==> src/rtl/pgm_pkg.sv <==
package pgm_pkg;
    parameter int unsigned PGM_VID_W = 6;
    parameter int unsigned PGM_SLP_W = 2;

    typedef struct packed {
        logic [PGM_VID_W-1:0] vid;
        logic [PGM_SLP_W-1:0] slp;
        logic                 seen;
    } pgm_det_t;
endpackage

==> src/rtl/pgm_change_det.sv <==
module pgm_change_det
    import pgm_pkg::*;
(
    input  logic                 clk,
    input  logic                 rst_n,
    input  logic [PGM_VID_W-1:0] vid_i,
    input  logic [PGM_SLP_W-1:0] slp_i,
    output logic                 chg_o
);
    pgm_det_t st_d, st_q;

    always_comb begin
        st_d      = st_q;
        st_d.vid  = vid_i;
        st_d.slp  = slp_i;
        st_d.seen = 1'b1;
        chg_o     = st_q.seen && ((vid_i != st_q.vid) || (slp_i != st_q.slp));
    end

    always_ff @(posedge clk) begin
        if (!rst_n) st_q <= '0;
        else        st_q <= st_d;
    end

    // no change is reported before a first sample was taken
    assert_first_quiet_R6: assert property (@(posedge clk) disable iff (!rst_n)
        !st_q.seen |-> !chg_o);
endmodule

==> src/rtl/pgm_mask_cnt.sv <==
module pgm_mask_cnt #(
    parameter int unsigned MASK_CYC = 27500
) (
    input  logic clk,
    input  logic rst_n,
    input  logic chg_i,
    output logic active_o
);
    localparam int unsigned CNT_W = $clog2(MASK_CYC + 1);
    localparam logic [CNT_W-1:0] RELOAD = CNT_W'(MASK_CYC - 1);

    typedef struct packed {
        logic [CNT_W-1:0] cnt;
    } cnt_state_t;

    cnt_state_t st_d, st_q;

    always_comb begin
        st_d = st_q;
        if (chg_i)               st_d.cnt = RELOAD;
        else if (st_q.cnt != '0) st_d.cnt = st_q.cnt - 1'b1;
        active_o = chg_i || (st_q.cnt != '0);
    end

    always_ff @(posedge clk) begin
        if (!rst_n) st_q <= '0;
        else        st_q <= st_d;
    end

    // any change re-arms the whole interval
    assert_restart_R7: assert property (@(posedge clk) disable iff (!rst_n)
        chg_i |=> st_q.cnt == RELOAD);
    // the count never leaves its range
    assert_no_overflow_R5: assert property (@(posedge clk) disable iff (!rst_n)
        st_q.cnt < CNT_W'(MASK_CYC));
endmodule

==> src/rtl/pgood_mask_timer.sv <==
module pgood_mask_timer
    import pgm_pkg::*;
#(
    parameter int unsigned MASK_CYC = 27500
) (
    input  logic                 clk,
    input  logic                 rst_n,
    input  logic                 run_i,
    input  logic                 ss_armed_i,
    input  logic                 ov_i,
    input  logic                 uv_i,
    input  logic [PGM_VID_W-1:0] vid_i,
    input  logic                 deep_slp_i,
    input  logic                 deeper_slp_i,
    output logic                 pg_pull_o
);
    logic chg;
    logic mask_active;
    logic pull_d, pull_q;

    pgm_change_det u_det (
        .clk   (clk),
        .rst_n (rst_n),
        .vid_i (vid_i),
        .slp_i ({deeper_slp_i, deep_slp_i}),
        .chg_o (chg)
    );

    pgm_mask_cnt #(.MASK_CYC(MASK_CYC)) u_cnt (
        .clk      (clk),
        .rst_n    (rst_n),
        .chg_i    (chg),
        .active_o (mask_active)
    );

    always_comb begin
        if (!run_i || !ss_armed_i) pull_d = 1'b1;
        else if (mask_active)      pull_d = pull_q;
        else                       pull_d = ov_i || uv_i;
    end

    always_ff @(posedge clk) begin
        if (!rst_n) pull_q <= 1'b1;
        else        pull_q <= pull_d;
    end

    assign pg_pull_o = pull_q || !run_i;

    // dropping run pulls power-good low at once
    assert_run_pull_R2: assert property (@(posedge clk) disable iff (!rst_n)
        !run_i |-> pg_pull_o);
    // not armed forces the pull-down after the edge
    assert_unarmed_R3: assert property (@(posedge clk) disable iff (!rst_n)
        (!run_i || !ss_armed_i) |=> pull_q);
    // outside the mask the flags go straight through
    assert_follow_R4: assert property (@(posedge clk) disable iff (!rst_n)
        (run_i && ss_armed_i && !mask_active) |=> pull_q == $past(ov_i || uv_i));
    // inside the mask the output holds
    assert_hold_R8: assert property (@(posedge clk) disable iff (!rst_n)
        (run_i && ss_armed_i && mask_active) |=> $stable(pull_q));
    // a fault still present when the mask closes is reported
    assert_expire_R9: assert property (@(posedge clk) disable iff (!rst_n)
        (!mask_active && $past(mask_active) && run_i && ss_armed_i && (ov_i || uv_i)) |=> pull_q);
endmodule

==> config.mk <==
export PLATFORM = sky130hd
export DESIGN_NAME = pgood_mask_timer
export DESIGN_NICKNAME = d
export VERILOG_FILES = /design/src/rtl/pgm_pkg.sv /design/src/rtl/pgm_change_det.sv /design/src/rtl/pgm_mask_cnt.sv /design/src/rtl/pgood_mask_timer.sv
export SDC_FILE = /design/constraint.sdc
export NUM_CORES = 1
export LEC_CHECK = 0
export BUFFER_PORTS_ARGS = -buffer_cell sky130_fd_sc_hd__buf_2
export CAP_MARGIN = 20
export CORE_ASPECT_RATIO = 1.5
export CORE_UTILIZATION = 25
export CTS_BUF_LIST = sky130_fd_sc_hd__clkbuf_16
export DETAILED_ROUTE_END_ITERATION = 10
export PLACE_DENSITY = 0.41
export REMOVE_ABC_BUFFERS = 1
export SETUP_SLACK_MARGIN = 0.3
export SLEW_MARGIN = 20
export SYNTH_ARGS = -nofsm -noshare
export SYNTH_HDL_FRONTEND = slang
export SYNTH_SLANG_ARGS = --single-unit
==> constraint.sdc <==
create_clock -name clk -period 2.5 [get_ports clk]
set_input_delay 0.125 -clock clk [delete_from_list [all_inputs] [get_ports clk]]
set_output_delay 0.125 -clock clk [all_outputs]
set_load 0.005 [all_outputs]
# Word level (Yosys, flattened, before mapping)
# Cells that the tools add are included.
# W data, S select, Z words.
[classes] add_sub_neg=1 mux=3 n_eq_ne=2 reduce_logical=12 bitwise_logic=1
[op_table] cell="$mux W15" count=2
[op_table] cell="$reduce_bool A15 Y1" count=1
[op_table] cell="$sub A15 B1 Y15 const B" count=1
[op_table] cell="$ne A6 B6 Y1" count=1
[op_table] cell="$logic_or A1 B1 Y1" count=5
[op_table] cell="$reduce_or A2 Y1" count=2
[op_table] cell="$logic_not A1 Y1" count=2
[op_table] cell="$ne A2 B2 Y1" count=1
[op_table] cell="$reduce_bool A2 Y1" count=1
[op_table] cell="$logic_and A1 B1 Y1" count=1
[op_table] cell="$mux W1" count=1
[op_table] cell="$not A1 Y1" count=1
[word_totals] elab_cells=25 out_inout_bits=1 input_bits=14 ff_bits=25

# Longest topological paths before layout
[depth] word_depth=4 depth_mapped=8 depth_no_buf=7

# Hierarchy
# Synthesis repeated with hierarchy kept, for this count alone.
[hier_totals] cells_unflattened=125 hier_area_um2=1158.6
[by_module_without_submodules] module="pgm_mask_cnt" cells_per_inst=91 seq_area_each_um2=300.3 area_per_inst_um2=789.5 instances=1
[by_module_without_submodules] module="pgm_change_det" cells_per_inst=28 seq_area_each_um2=180.2 area_per_inst_um2=321.6 instances=1
[by_module_without_submodules] module="pgood_mask_timer" cells_per_inst=6 seq_area_each_um2=20.0 area_per_inst_um2=47.5 instances=1

# Least setup slack after synthesis
# OpenSTA, ideal clock, no wires.
[synth_path] path_type="register to register" startpoint="reg u_cnt.st_q[0] (netlist name)" endpoint="reg u_cnt.st_q[8] (netlist name)" setup_time_ns=0.076 t_arrival_ns=1.925 path_stages_with_launch=8 required_time_ns=2.424 path_slack_ns=0.499 n_path_buf=0 period_less_slack_ns=2.001 cell_sequence="dfxtp_1 inv_1 ha_1 or3b_4 or2_4 or3_1 or3_1 a31oi_1"
[synth_via] elab_chain_len=3 word_cells_on_any_way=5 cone_classes="add/sub: 1; mux: 2; reduce/logical: 2"
[synth_lines] item="start, declared" line="pgm_mask_cnt.sv:16" source="cnt_state_t st_d, st_q;"
[synth_lines] item="start signal, assigned" line="pgm_mask_cnt.sv:27" source="else st_q <= st_d;"
[synth_lines] item="$sub A15 B1 Y15" line="pgm_mask_cnt.sv:21" source="else if (st_q.cnt != '0) st_d.cnt = st_q.cnt - 1'b1;"
[synth_lines] item="$mux W15" line="pgm_mask_cnt.sv:21"
[synth_lines] item="$mux W15" line="pgm_mask_cnt.sv:20" source="if (chg_i) st_d.cnt = RELOAD;"
# Several ways; a longest one is shown, not always the timed one. The select of a mux whose other input is x is not followed.
# A chain may end at the register's enable or synchronous reset.

# Final worst setup path
# Same ends and word-level chain as after synthesis.

==> reports/qor.csv <==
stage,metric,value,unit
logic_synthesis,Synth Area in XOR/XNOR,11.1,%
logic_synthesis,"area leader, netlist",dfxtp_1,
logic_synthesis,Post-Synth Adder-Cell Area,1.14,%
floorplanning,# rows,29,
clocking,Clock Tree Root,clkbuf_16,
hold_path,Hold/Removal Path Class,in -> reg,
timing,WHS,0.0922,ns
detailed_routing,vias,909,
setup_path,worst reg2reg path startpoint,u_cnt.st_q[0]$_SDFFE_PN0P_,
finish,antenna cell count,0,
finish,NumNets Final,158,
setup_path,Worst Path Buf+Inv,1,
global_routing,initial antenna violation count,0,
logic_synthesis,Synth Cell Area,0.00110,mm²
logic_synthesis,Synth async-reset ratio,0,%
finish,Area Overhead vs Synth,21.2,%
placement,DP Wirelength,1.66,mm
logic_synthesis,Mapped Cells,123,
detailed_routing,Vias/cell,4.84,
setup_path,r2r setup slk,0.38,ns
logic_synthesis,synthesized flop and latch total,25,
floorplanning,die height,83.3,µm
power_and_ir_drop,total power,0.000921,W
logic_synthesis,sequential area share after synthesis,45.5,%
timing,fmax,0.473,GHz
logic_synthesis,simple-gate portion of the synthesized area,28.4,%
logic_synthesis,post-synth cell types,29,
global_routing,largest net degree at the start of global routing,14,
clocking,CTS hold repair buffers,0,
hold_path,critical hold path startpoint,vid_i[4],
setup_path,CP max stage cell,or3b_4,
detailed_routing,DR iter-0 viols,18,
detailed_routing,post-DR wirelength/cell,12.0,µm
setup_path,critical-path cell list,inv_1 -> ha_2 -> or3b_4 -> or2_4 -> or3_4 -> or3_1 -> a31oi_1,
placement,Post-DP Area,0.00123,mm²
global_routing,gr usage total,10.3,%
timing,RSZ-0062 raised after global routing,true,
setup_path,Worst Path Required,2.68,ns
timing,Tmin final,2.12,ns
logic_synthesis,post-synthesis mux area share,0.909,%
job,max-cap violations,0,
logic_synthesis,largest family of logic cells by synthesized area,simple AND/OR/NAND/NOR gates,
placement,gp weighted congestion,0.717,
setup_path,crit-path max cell delay,0.40,ns
hold_path,Hold Path End,u_det.st_q[7]$_SDFF_PN0_,
power_and_ir_drop,Power Density,690,mW/mm²
floorplanning,die width,56.2,µm
global_routing,grt total ovfl,0,
setup_path,critical path arrival,2.30,ns
detailed_routing,Pre-antenna DRT Iters,4,
global_routing,vias in the first global route,880,
timing,Worst Skew,0.00296,ns
global_routing,first-pass GRT wire length,3.80,mm
floorplanning,Die Area,0.00468,mm²
floorplanning,Core Region,0.00421,mm²
timing,final max-slew violation count,0,
timing,Final Hold Fails,0,
floorplanning,IO Pins,15,
clocking,"CTS clk-pin slew, worst paths",0.06,ns
detailed_routing,final wirelength,2.26,mm
clocking,TritonCTS buffer count,3,
run_status,status,"complete, no violations",
finish,layout cells sized above 1,19.7,%
logic_synthesis,share of Yosys cell area claimed by the top area cell type,45.5,%
logic_synthesis,synthesis warning total,0,
timing,fin crit share,84.6,%
clocking,clk buf depth,2,
timing,Worst-Margin Slew,0.460,ns
clocking,insertion delay to the later sink of the worst-skew pair,0.26,ns
hold_path,hold path cells,2,
logic_synthesis,"EDFF count, synth",0,
timing,Setup TNS,0,ns
placement,Post-Place Setup Slack,0.395,ns
logic_synthesis,Area contributors post-synth,"dfxtp_1 45%, xnor2_1 8.0%, and2_1 4.5%",
floorplanning,Starting Density,26.2,%
setup_path,critical path peak fanout,5,
power_and_ir_drop,P_leak,0.508,nW
detailed_routing,ANT nets after route,0,
clocking,H-tree levels,1,
clocking,Clock Sinks,25,
timing,final worst setup slack,0.384,ns
detailed_routing,drt drc,0,
setup_path,Worst R2R End,u_cnt.st_q[8]$_SDFFE_PN0P_,
logic_synthesis,Synth Area in Compound Gates,10.9,%
setup_path,"CP delay by family, top",simple AND/OR/NAND/NOR gates,
finish,design area,0.00134,mm²
logic_synthesis,Main synth FF type,dfxtp_1,
logic_synthesis,"Avg Cell Area, Syn",8.95,µm²
setup_path,CP startpoint kind,flop,
timing,Rel. slew slack,69.2,%
placement,Port Buffer Count,14,
setup_path,CP Capture Type,flop,
power_and_ir_drop,Peak VDD IR,391,µV
clocking,TritonCTS clock tree,yes,
timing,final setup vio count,0,
setup_path,WS Path Type,reg -> reg,
setup_path,Reg2Reg Depth,7,
## layout by cell type (no fill, tap or decap), types with 3 or more instances in the layout
| cell type | instances |
|---|---|
| dfxtp_1 | 24 |
| buf_2 | 14 |
| nand2_1 | 11 |
| xnor2_1 | 10 |
| nor2_1 | 10 |
| a21oi_1 | 9 |
| and2_1 | 8 |
| o21ai_0 | 4 |
| xor2_1 | 4 |
| a31oi_1 | 4 |
| buf_4 | 4 |
| inv_1 | 3 |
| nand2b_1 | 3 |
| nor3_1 | 3 |
| nor4_1 | 3 |
| nand3_1 | 3 |
| clkbuf_16 | 3 |
## cell type report
type / count / area [µm²]
Clock buffer: 3 / 75.1
Inverter: 3 / 11.3
Tap cell: 46 / 57.6
Timing Repair Buffer: 18 / 100
Clock inverter: 1 / 3.75
Multi-Input combinational cell: 92 / 586
Sequential cell: 25 / 502
Fill cell: 462 / 2870
## metal layers
metal | global-route usage, % | routed length (µm) | vias up | share of wire, %
met5 | 0 | 0 | - | 0
met2 | 19.5 | 1230 | 10 | 55
met1 | 10.8 | 948 | 425 | 42
li1 | - | - | 470 | -
met3 | 1.40 | 37 | 4 | 1.6
met4 | 5.32 | 40 | 0 | 1.8
## sequential cells by signal (all words and copies together), names as in the netlist
register / cells
pull_q: 1
u_det.st_q: 9
u_cnt.st_q: 15
## cell usage after synthesis (all sizes together) (3+ instances only)
cell type	n
xnor2	10
a21oi	9
nand2	11
xor2	4
clkbuf	3
or3	3
and2	8
nor2	10
nor4	3
nand2b	3
nand3	3
a31oi	4
nor3	3
dfxtp	25
o21ai	4
## through the flow
step / util [%] / instances
CTS: 31.2 / 186
detailed placement: 29.3 / 182
global placement: 29.3 / 182
floorplan: - / 120
finish: 31.7 / 188
global route: 31.7 / 188
## worst max path at each step
stage	startpoint	endpoint	depth (start not counted)
2_1_floorplan	u_cnt.st_q[0]$_SDFFE_PN0P_	u_cnt.st_q[8]$_SDFFE_PN0P_	7
5_1_grt	u_cnt.st_q[0]$_SDFFE_PN0P_	u_cnt.st_q[8]$_SDFFE_PN0P_	7
4_1_cts	u_cnt.st_q[0]$_SDFFE_PN0P_	u_cnt.st_q[8]$_SDFFE_PN0P_	7
3_5_place_dp	u_cnt.st_q[0]$_SDFFE_PN0P_	u_cnt.st_q[8]$_SDFFE_PN0P_	7
3_3_place_gp	u_cnt.st_q[0]$_SDFFE_PN0P_	u_cnt.st_q[8]$_SDFFE_PN0P_	7
6_report	u_cnt.st_q[0]$_SDFFE_PN0P_	u_cnt.st_q[8]$_SDFFE_PN0P_	7
## where the power goes
group          leakage, nW  total [W]  internal [W]  switching [W]
logic                0.258   0.000129     0.0000655      0.0000636
registers            0.208   0.000445      0.000424      0.0000217
clock network       0.0423   0.000346      0.000214       0.000132
## cell families (layout without fill, tap and decap cells)
kind of cell,after synthesis,in the layout
and+or+nand+nor,56,56
DFF,25,25
muxes,1,1
xor gates and xnor gates,14,14
AOI/OAI and AO/OA,20,20
buffers and inverters,6,25
adders and majority gates,1,1
## what timing repair did
action                                  in CTS  in global routing
endpoints found under the setup margin       0                  3
gates resized for setup                      0                  3
buffers inserted                             0                  2
Power figures use the tool's default switching activity.
